==> config.mk <==
export PLATFORM = sky130hd
export DESIGN_NAME = shift_rotate_unit
export DESIGN_NICKNAME = d
export VERILOG_FILES = /design/src/rtl/shrot_pkg.sv /design/src/rtl/shrot_count.sv /design/src/rtl/shrot_lane.sv /design/src/rtl/shrot_flags.sv /design/src/rtl/shift_rotate_unit.sv
export SDC_FILE = /design/constraint.sdc
export NUM_CORES = 2
export LEC_CHECK = 0
export BUFFER_PORTS_ARGS = -buffer_cell sky130_fd_sc_hd__buf_4
export CAP_MARGIN = 20
export CORE_ASPECT_RATIO = 1.5
export CORE_UTILIZATION = 65
export DETAILED_ROUTE_END_ITERATION = 12
export GPL_TIMING_DRIVEN = 0
export PLACE_DENSITY = 0.87
export REMOVE_ABC_BUFFERS = 1
export SETUP_SLACK_MARGIN = 0.05
export SYNTH_ARGS = -nofsm -noshare
export SYNTH_HDL_FRONTEND = slang
export SYNTH_SLANG_ARGS = --single-unit
==> constraint.sdc <==
create_clock -name vclk -period 7.5
set_input_delay 0 -clock vclk [all_inputs]
set_output_delay 0 -clock vclk [all_outputs]
set_load 0.005 [all_outputs]
==> src/rtl/shrot_pkg.sv <==
// Shared types for the shift/rotate unit: operation encoding and flag positions.
package shrot_pkg;

    // Operation codes; the numeric values are part of the port contract.
    typedef enum logic [2:0] {
        OP_SLL  = 3'd0,
        OP_SRL  = 3'd1,
        OP_SRA  = 3'd2,
        OP_ROR  = 3'd3,
        OP_ROL  = 3'd4,
        OP_RCR  = 3'd5,
        OP_RCL  = 3'd6,
        OP_NONE = 3'd7
    } shop_e;

    // Flag bit positions inside the 3-bit flag vectors.
    localparam int FL_CF  = 0;
    localparam int FL_ECF = 1;
    localparam int FL_OF  = 2;
    localparam int FLAG_W = 3;

endpackage

==> src/rtl/shrot_count.sv <==
// Effective count: keeps all CNT_W bits for the widest size, drops the top bit
// for every narrower size. Assumes size code NUM_SIZES-1 is the widest lane.
module shrot_count #(
    parameter int NUM_SIZES = 4,
    parameter int SIZE_W    = 2,
    parameter int CNT_W     = 6
) (
    input  logic [SIZE_W-1:0] size_i,
    input  logic [CNT_W-1:0]  amt_i,
    output logic [CNT_W-1:0]  cnt_o,
    output logic              zero_o
);
    localparam logic [SIZE_W-1:0] SIZE_WIDEST = SIZE_W'(NUM_SIZES - 1);

    // Mask the count according to the operand size.
    always_comb begin
        if (size_i == SIZE_WIDEST) cnt_o = amt_i;
        else                       cnt_o = {1'b0, amt_i[CNT_W-2:0]};
        zero_o = (cnt_o == '0);
    end

    // Narrow sizes must never see the top count bit.
    always_comb begin
        if (size_i != SIZE_WIDEST) begin
            a_r1_narrow_count: assert (cnt_o[CNT_W-1] == 1'b0);
        end
    end

endmodule

==> src/rtl/shrot_lane.sv <==
// One fixed-width shift/rotate lane. Computes the W-bit result and the raw
// carry and overflow bits for the selected operation. It assumes the count
// is already masked and that W is a power of two not wider than 2**CNT_W.
module shrot_lane
    import shrot_pkg::*;
#(
    parameter int W     = 8,
    parameter int CNT_W = 6
) (
    input  shop_e            op_i,
    input  logic [W-1:0]     src_i,
    input  logic [CNT_W-1:0] cnt_i,
    input  logic             cf_i,
    output logic [W-1:0]     res_o,
    output logic             carry_o,
    output logic             ovf_o
);
    localparam int WL  = $clog2(W);
    localparam int WP1 = W + 1;

    logic [W:0]       sl_ext;   // {carry, result} of a left shift
    logic [W:0]       sr_ext;   // {result, carry} of a logical right shift
    logic [W:0]       sa_ext;   // {result, carry} of an arithmetic right shift
    logic [WL-1:0]    rot_amt;  // count modulo W
    logic [CNT_W-1:0] rc_amt;   // count modulo W+1
    logic [W-1:0]     ror_res;
    logic [W-1:0]     rol_res;
    logic [W:0]       rc_vec;
    logic [W:0]       rcr_v;
    logic [W:0]       rcl_v;

    // Shifts: one extra bit beside the data catches the last bit moved out.
    always_comb begin
        sl_ext = {1'b0, src_i} << cnt_i;
        sr_ext = {src_i, 1'b0} >> cnt_i;
        sa_ext = $signed({src_i, 1'b0}) >>> cnt_i;
    end

    // Rotates: a doubled operand turns rotation into a plain shift.
    always_comb begin
        rot_amt = cnt_i[WL-1:0];
        rc_amt  = CNT_W'(32'(cnt_i) % WP1);
        rc_vec  = {cf_i, src_i};
        ror_res = W'({src_i, src_i} >> rot_amt);
        rol_res = W'(({src_i, src_i} << rot_amt) >> W);
        rcr_v   = (W+1)'({rc_vec, rc_vec} >> rc_amt);
        rcl_v   = (W+1)'(({rc_vec, rc_vec} << rc_amt) >> (W+1));
    end

    // Select the result and apply the per-operation carry/overflow rule.
    always_comb begin
        case (op_i)
            OP_SLL: begin
                res_o   = sl_ext[W-1:0];
                carry_o = sl_ext[W];
                ovf_o   = sl_ext[W] ^ sl_ext[W-1];
            end
            OP_SRL: begin
                res_o   = sr_ext[W:1];
                carry_o = sr_ext[0];
                ovf_o   = src_i[W-1];
            end
            OP_SRA: begin
                res_o   = sa_ext[W:1];
                carry_o = sa_ext[0];
                ovf_o   = 1'b0;
            end
            OP_ROR: begin
                res_o   = ror_res;
                carry_o = ror_res[W-1];
                ovf_o   = ror_res[W-1] ^ ror_res[W-2];
            end
            OP_ROL: begin
                res_o   = rol_res;
                carry_o = rol_res[0];
                ovf_o   = rol_res[W-1] ^ rol_res[0];
            end
            OP_RCR: begin
                res_o   = rcr_v[W-1:0];
                carry_o = rcr_v[W];
                ovf_o   = cf_i ^ src_i[W-1];
            end
            OP_RCL: begin
                res_o   = rcl_v[W-1:0];
                carry_o = rcl_v[W];
                ovf_o   = rcl_v[W-1] ^ rcl_v[W];
            end
            default: begin
                res_o   = src_i;
                carry_o = cf_i;
                ovf_o   = 1'b0;
            end
        endcase
    end

    // Lane-level checks on fill and carry behaviour.
    always_comb begin
        if (op_i == OP_SRA && src_i[W-1]) begin
            a_r7_sign_fill: assert (res_o[W-1] == 1'b1);
        end
        if (op_i == OP_SRL && cnt_i != '0) begin
            a_r6_zero_fill: assert (res_o[W-1] == 1'b0);
        end
        if (op_i == OP_ROR && cnt_i != '0) begin
            a_r8_ror_carry: assert (carry_o == res_o[W-1]);
        end
    end

endmodule

==> src/rtl/shrot_flags.sv <==
// Flag update: every enabled flag among CF, ECF and OF takes its computed
// value when the operation is active (valid op, non-zero count); all other
// flags pass through. Assumes carry/overflow come from the selected lane.
module shrot_flags
    import shrot_pkg::*;
(
    input  shop_e             op_i,
    input  logic              zero_i,
    input  logic [FLAG_W-1:0] en_i,
    input  logic [FLAG_W-1:0] flags_i,
    input  logic              carry_i,
    input  logic              ovf_i,
    output logic [FLAG_W-1:0] flags_o
);
    logic              active;
    logic [FLAG_W-1:0] computed;

    // Build the candidate flag vector and merge it under the enable mask.
    always_comb begin
        active             = (op_i != OP_NONE) && !zero_i;
        computed           = '0;
        computed[FL_CF]    = carry_i;
        computed[FL_ECF]   = carry_i;
        computed[FL_OF]    = ovf_i;
        for (int b = 0; b < FLAG_W; b++) begin
            flags_o[b] = (active && en_i[b]) ? computed[b] : flags_i[b];
        end
    end

endmodule

==> src/rtl/shift_rotate_unit.sv <==
// Top of the shift/rotate unit. One lane per operand size is built by a
// generate loop; the lane picked by size_i supplies the result and raw flags,
// which are merged into the destination and flag vectors. Purely combinational.
module shift_rotate_unit
    import shrot_pkg::*;
#(
    parameter  int XLEN      = 64,
    localparam int NUM_SIZES = $clog2(XLEN / 8) + 1,
    localparam int SIZE_W    = $clog2(NUM_SIZES),
    localparam int CNT_W     = $clog2(XLEN)
) (
    input  logic [2:0]        op_i,
    input  logic [SIZE_W-1:0] size_i,
    input  logic [XLEN-1:0]   src_i,
    input  logic [CNT_W-1:0]  amt_i,
    input  logic [XLEN-1:0]   dest_i,
    input  logic [2:0]        flag_en_i,
    input  logic [2:0]        flags_i,
    output logic [XLEN-1:0]   dest_o,
    output logic [2:0]        flags_o
);
    shop_e                 op;
    logic [CNT_W-1:0]      cnt;
    logic                  cnt_zero;
    logic [XLEN-1:0]       lane_res  [NUM_SIZES];
    logic [XLEN-1:0]       lane_mask [NUM_SIZES];
    logic [NUM_SIZES-1:0]  lane_c;
    logic [NUM_SIZES-1:0]  lane_o;
    logic [XLEN-1:0]       sel_res;
    logic [XLEN-1:0]       sel_mask;
    logic                  keep_dest;

    assign op = shop_e'(op_i);

    shrot_count #(
        .NUM_SIZES (NUM_SIZES),
        .SIZE_W    (SIZE_W),
        .CNT_W     (CNT_W)
    ) count_i (
        .size_i (size_i),
        .amt_i  (amt_i),
        .cnt_o  (cnt),
        .zero_o (cnt_zero)
    );

    for (genvar s = 0; s < NUM_SIZES; s++) begin : g_lane
        localparam int W = 8 << s;
        logic [W-1:0] res_w;

        shrot_lane #(
            .W     (W),
            .CNT_W (CNT_W)
        ) lane_i (
            .op_i    (op),
            .src_i   (src_i[W-1:0]),
            .cnt_i   (cnt),
            .cf_i    (flags_i[FL_CF]),
            .res_o   (res_w),
            .carry_o (lane_c[s]),
            .ovf_o   (lane_o[s])
        );

        assign lane_res[s]  = XLEN'(res_w);
        assign lane_mask[s] = XLEN'({W{1'b1}});
    end

    // Pick the lane for the requested size.
    always_comb begin
        sel_res  = lane_res[size_i];
        sel_mask = lane_mask[size_i];
    end

    shrot_flags flags_u (
        .op_i    (op),
        .zero_i  (cnt_zero),
        .en_i    (flag_en_i),
        .flags_i (flags_i),
        .carry_i (lane_c[size_i]),
        .ovf_i   (lane_o[size_i]),
        .flags_o (flags_o)
    );

    // Merge the result into the low bytes; rotates by zero and no-ops keep dest.
    always_comb begin
        keep_dest = (op == OP_NONE) || (cnt_zero && op >= OP_ROR);
        if (keep_dest) dest_o = dest_i;
        else           dest_o = (dest_i & ~sel_mask) | (sel_res & sel_mask);
    end

    // Port-level checks on hold, merge and enable behaviour.
    always_comb begin
        if (cnt_zero) begin
            a_r2_zero_flags_held: assert (flags_o == flags_i);
        end
        if (cnt_zero && op >= OP_ROR) begin
            a_r2_zero_rotate_dest: assert (dest_o == dest_i);
        end
        a_r3_disabled_flags_held: assert (((flags_o ^ flags_i) & ~flag_en_i) == 3'b000);
        if (!cnt_zero && op != OP_NONE && flag_en_i[FL_CF] && flag_en_i[FL_ECF]) begin
            a_r3_carry_pair: assert (flags_o[FL_CF] == flags_o[FL_ECF]);
        end
        a_r4_upper_kept: assert ((dest_o & ~sel_mask) == (dest_i & ~sel_mask));
        if (op == OP_SRA && !cnt_zero && flag_en_i[FL_OF]) begin
            a_r7_no_overflow: assert (flags_o[FL_OF] == 1'b0);
        end
        if (op == OP_NONE) begin
            a_r12_noop_hold: assert (dest_o == dest_i && flags_o == flags_i);
        end
    end

endmodule

==> results of run 1 <==
-- stage by stage --
| stage | hold slack, ns | utilization | TNS, ns | setup slack [ns] | cells |
|---|---|---|---|---|---|
| after CTS | 0.263 | 0.705 | 0 | 0.129 | 5188 |
| after detailed placement | 0.262 | 0.700 | -15.48 | -1.78 | 5179 |
| after global placement | 0.261 | 0.665 | -478.87 | -9.57 | 5107 |
| after floorplan | 0.0895 | - | -87.29 | -3.71 | 4307 |
-- timing repair --
action | 4_1_cts
setup buffers | 4
resized for setup | 15
setup endpoints to repair | 12
pin swaps | 4
gates cloned | 5
-- Yosys cell counts (10+ instances only) --
library cell	n
sky130_fd_sc_hd__a21boi_0	19
sky130_fd_sc_hd__a21o_1	54
sky130_fd_sc_hd__ha_1	19
sky130_fd_sc_hd__buf_2	58
sky130_fd_sc_hd__a2111oi_0	30
sky130_fd_sc_hd__o31ai_1	35
sky130_fd_sc_hd__nor2_1	661
sky130_fd_sc_hd__nor2b_1	11
sky130_fd_sc_hd__xnor2_1	24
sky130_fd_sc_hd__a31oi_1	95
sky130_fd_sc_hd__nor4_1	27
sky130_fd_sc_hd__a22o_1	13
sky130_fd_sc_hd__nand3_1	131
sky130_fd_sc_hd__o2111ai_1	20
sky130_fd_sc_hd__a22oi_1	33
sky130_fd_sc_hd__nand4_1	24
sky130_fd_sc_hd__a211oi_1	95
sky130_fd_sc_hd__o21a_1	44
sky130_fd_sc_hd__o221ai_1	47
sky130_fd_sc_hd__and3_1	18
sky130_fd_sc_hd__o211ai_1	93
sky130_fd_sc_hd__a221oi_1	29
sky130_fd_sc_hd__o311ai_0	10
sky130_fd_sc_hd__or2_2	21
sky130_fd_sc_hd__mux2i_1	323
sky130_fd_sc_hd__a311oi_1	15
sky130_fd_sc_hd__mux2_2	90
sky130_fd_sc_hd__nand2_1	575
sky130_fd_sc_hd__o21bai_1	31
sky130_fd_sc_hd__o21ai_0	453
sky130_fd_sc_hd__nand2b_1	42
sky130_fd_sc_hd__a21oi_1	540
sky130_fd_sc_hd__buf_1	87
sky130_fd_sc_hd__nor3_1	155
sky130_fd_sc_hd__or3_1	16
sky130_fd_sc_hd__and2_1	59
sky130_fd_sc_hd__clkbuf_1	373
sky130_fd_sc_hd__mux4_2	154
sky130_fd_sc_hd__a211o_1	19
sky130_fd_sc_hd__inv_1	28
sky130_fd_sc_hd__o22ai_1	77
-- routing by layer --
metal / track usage / GRT overflow
met1: 0.902 / 17
met2: 1.03 / 627
met3: 0.804 / 33
met4: 0.946 / 394
met5: 0.474 / 14
-- cell families after synthesis --
kind of cell    Yosys count
buf+inv                 556
xor+xnor                 31
simple gates           1774
fa+ha+maj                19
mux                     571
compound gates         1879
==> metrics.csv, run 1 <==
stage,metric,value,unit
global_route,number of global-route vias before repair,45645,
synth,portion of synthesized cell area occupied by the leading cell type,0.115,
synth,number of warnings reported in the yosys synthesis log,0,
placement,total cell area at the placement stage,32100,um^2
global_route,residual overflow from global routing,1085,
synth,post-synthesis instance total,4830,
floorplan,io pins,212,
synth,cells taking the most area after synthesis,"sky130_fd_sc_hd__mux4_2, sky130_fd_sc_hd__mux2i_1, sky130_fd_sc_hd__a21oi_1",
synth,post-synthesis mux area share,0.258,
clock_network,number of hold buffers added after cts,0,
global_route,gr usage total,0.913,
synth,area share of xor/xnor cells in the synthesized design,0.00949,
synth,post-synthesis average cell area,6.25,um^2
synth,simple logic cell fraction of the synthesized area,0.257,
synth,largest family of logic cells by synthesized area,compound AO/OA/AOI/OAI gates,
synth,complex-gate fraction of the synthesized area,0.396,
synth,cell type contributing the most total cell area after synthesis,sky130_fd_sc_hd__mux4_2,
placement,weighted congestion reported at the end of routability-driven placement,1.30,
synth,adder and majority gate portion of the synthesized area,0.00788,
global_route,pin count of the biggest net entering global routing,161,
synth,sequential share of the synthesized area,0,
floorplan,row count,96,
synth,Cell variety after synth,106,
floorplan,starting density of the core,0.659,
floorplan,Die Ht,266,um
outcome,result of the run,aborted with a tool error,
global_route,wire length of the first global-routing pass,327000,um
placement,HPWL Detailed,139000,um
outcome,last stage reached,global routing,
synth,Post-Syn Area,30200,um^2
placement,Port Buf Inserts,212,
floorplan,floorplan die width,178,um
outcome,stop err,[ERROR GRT-0116] Global routing finished with congestion. Check the congestion regions in the DRC Viewer.,
==> inputs of run 2 (changes only) <==
- CORE_ASPECT_RATIO: 1.5 -> default
- CORE_UTILIZATION: 65 -> 40
- PLACE_DENSITY: 0.87 -> default
- PLACE_DENSITY_LB_ADDON: default -> 0.15
- SETUP_SLACK_MARGIN: 0.05 -> default
==> metrics.csv, run 2 <==
stage,metric,value,unit,change
sta,number of max-slew violations in the final report,0,,
synth,Cell variety after synth,106,,unchanged
detailed_routing,# DRC,0,,
detailed_routing,wire length on met3,35400,um,
sta,final period demand of the worst path,8.20,ns,
floorplan,floorplan die width,277,um,was 178 um
finish,post-route cell area,33300,um^2,
detailed_routing,wire length the detailed router placed on met1,78400,um,
placement,weighted congestion reported at the end of routability-driven placement,1.11,,was 1.30
placement,total cell area at the placement stage,32800,um^2,was 32100 um^2
finish,"leading cell types in the layout, fill and taps excluded","sky130_fd_sc_hd__nor2_1, sky130_fd_sc_hd__nand2_1, sky130_fd_sc_hd__a21oi_1, sky130_fd_sc_hd__o21ai_0, sky130_fd_sc_hd__mux2i_1",,
synth,post-synthesis instance total,4830,,unchanged
floorplan,Die Ht,277,um,was 266 um
hold_path,end of the worst hold path,dest_o[57],,
critical_path,type of element capturing the critical path,primary output,,
floorplan,Die Area,76500,um^2,
hold_path,origin of the worst min-delay path,dest_i[57],,
critical_path,CP most frequent cell,sky130_fd_sc_hd__nand2_1,,
detailed_routing,count of antenna-violating nets left after detailed routing,0,,
sta,Total Negative Setup Slacks,-1.63,ns,
hold_path,hold depth,4,,
synth,cells taking the most area after synthesis,"sky130_fd_sc_hd__mux4_2, sky130_fd_sc_hd__mux2i_1, sky130_fd_sc_hd__a21oi_1",,unchanged
sta,setup repair after global routing missed its margin,no,,
placement,HPWL Detailed,163000,um,was 139000 um
sta,Worst Slack Setup Final,-0.698,ns,
global_route,residual overflow from global routing,0,,
critical_path,critical path startpoint category,input port,,
critical_path,CP max FO,51,,
critical_path,critical path depth,14,,
detailed_routing,vias post-DR,44144,,
floorplan,row count,100,,was 96
sta,final count of hold timing violations,0,,
global_route,gr usage total,0.562,,
sta,count of final setup violators,7,,
critical_path,worst endpoint required time,7.50,ns,
critical_path,maximum single-stage delay on the critical path,1.23,ns,
sta,Tightest Pin Transition,1.40,ns,
finish,final core occ,0.446,,
synth,top-count cell post-synth,sky130_fd_sc_hd__nor2_1,,unchanged
detailed_routing,DR top layer,met5,,
outcome,violations in the final reports,negative setup slack,,
finish,# nets final,4799,,
critical_path,"slowest stage cell, crit path",sky130_fd_sc_hd__nand2_1,,
synth,cell type contributing the most total cell area after synthesis,sky130_fd_sc_hd__mux4_2,,unchanged
job,max-cap violation count,0,,
finish,count of sequential standard cells,0,,
outcome,result of the run,"finished, violations left",,was aborted with a tool error
global_route,initial antenna violation count,20,,
sta,maximum operating frequency,0.122,GHz,
synth,top cells by instance count after synthesis,"sky130_fd_sc_hd__nor2_1, sky130_fd_sc_hd__nand2_1, sky130_fd_sc_hd__a21oi_1",,unchanged
critical_path,worst-path cell chain,buf_4 -> nand2b_2 -> nor2_4 -> nand2_1 -> nand2_1 -> nand2_1 -> nor2_1 -> nor3_1 -> o21ai_0 -> a21oi_1 -> o221ai_1 -> o31ai_1 -> a211oi_1 -> buf_4,,
floorplan,core footprint,74600,um^2,
detailed_routing,Routed met2 length,87600,um,
detailed_routing,routed len/inst,40.5,um,
global_route,pin count of the biggest net entering global routing,159,,
detailed_routing,DRC marker count from the first detailed-route iteration,8803,,
finish,growth of design area from synthesis to finish,10.2,%,
finish,fraction of final layout cells with drive strength greater than 1,0.153,,
synth,Post-Syn Area,30200,um^2,unchanged
finish,"most common cell after layout, fill and taps aside",sky130_fd_sc_hd__nor2_1,,
detailed_routing,Detailed Route WL,227000,um,
floorplan,starting density of the core,0.405,,was 0.659
finish,Sequential Area,0,um^2,
hold_path,worst min-delay path category,in -> out,,
synth,number of warnings reported in the yosys synthesis log,0,,unchanged
critical_path,kind of cell with the highest combined delay on the critical path,simple AND/OR/NAND/NOR gates,,
global_route,number of global-route vias before repair,39077,,
critical_path,worst path buffer plus inverter count,2,,
sta,Worst slew margin,0.0700,,
detailed_routing,vias per inst,7.86,,
synth,post-synthesis average cell area,6.25,um^2,unchanged
critical_path,Setup Crit Path Kind,in -> out,,
global_route,wire length of the first global-routing pass,310000,um,
synth,sequential share of the synthesized area,0,,unchanged
placement,Port Buf Inserts,212,,unchanged
sta,final cycle utilization of the critical path,1.09,,
finish,Fillers,8234,,
critical_path,Critical path origin,op_i[0],,
critical_path,arrival time worst endpoint,8.20,ns,
synth,portion of synthesized cell area occupied by the leading cell type,0.115,,unchanged
detailed_routing,First-pass DRT Iterations,7,,
floorplan,io pins,212,,unchanged
finish,clock buffer count,0,,
==> run 2: cell counts after synthesis <==
No cell type changed its count.
==> run 2: layout make-up <==
class,count,area (um^2),area share
diodes,12,30.0,0.000903
inverters,33,160,0.00481
multi-input cells,4278,28500,0.856
well taps,969,1210,0.0364
repair buffers,322,3390,0.102
==> run 2: per-layer routing <==
layer | GRT usage | vias up
li1 | - | 17962
met1 | 0.669 | 20699
met4 | 0.482 | 20
met3 | 0.226 | 1216
met5 | 0.0119 | -
met2 | 0.777 | 4247
==> run 2: how the worst max path moves through the flow <==
| stage | end | slack, ns |
|---|---|---|
| floorplan | flags_o[0] | -3.71 |
| global placement | dest_o[28] | -11.41 |
| detailed placement | flags_o[0] | -2.65 |
| CTS | flags_o[2] | 0.04 |
| global route | flags_o[2] | 0.01 |
| finish | dest_o[11] | -0.70 |
==> run 2: through the flow <==
stage	instances	setup slack, ns	hold WS, ns
after floorplan	4307	-3.71	0.0895
after global placement	5488	-11.41	0.264
after detailed placement	5570	-2.65	0.265
after CTS	5584	0.0434	0.265
after global routing	5605	0.0114	0.281
final	5614	-0.698	0.265
==> run 2: repair_timing <==
item | 4_1_cts | 5_1_grt
setup buffers | 9 | 1
pin swaps | 6 | 2
hold endpoints to repair | 0 | 0
hold buffers | 0 | 0
resized for setup | 20 | 12
cloned | 5 | 2
endpoints found under the setup margin | 15 | 13
==> run 2: cells by family after synthesis <==
group	synth area share
fa+ha+maj	0.00788
compound gates	0.396
simple gates	0.257
mux	0.258
xor+xnor	0.00949
buf+inv	0.0724
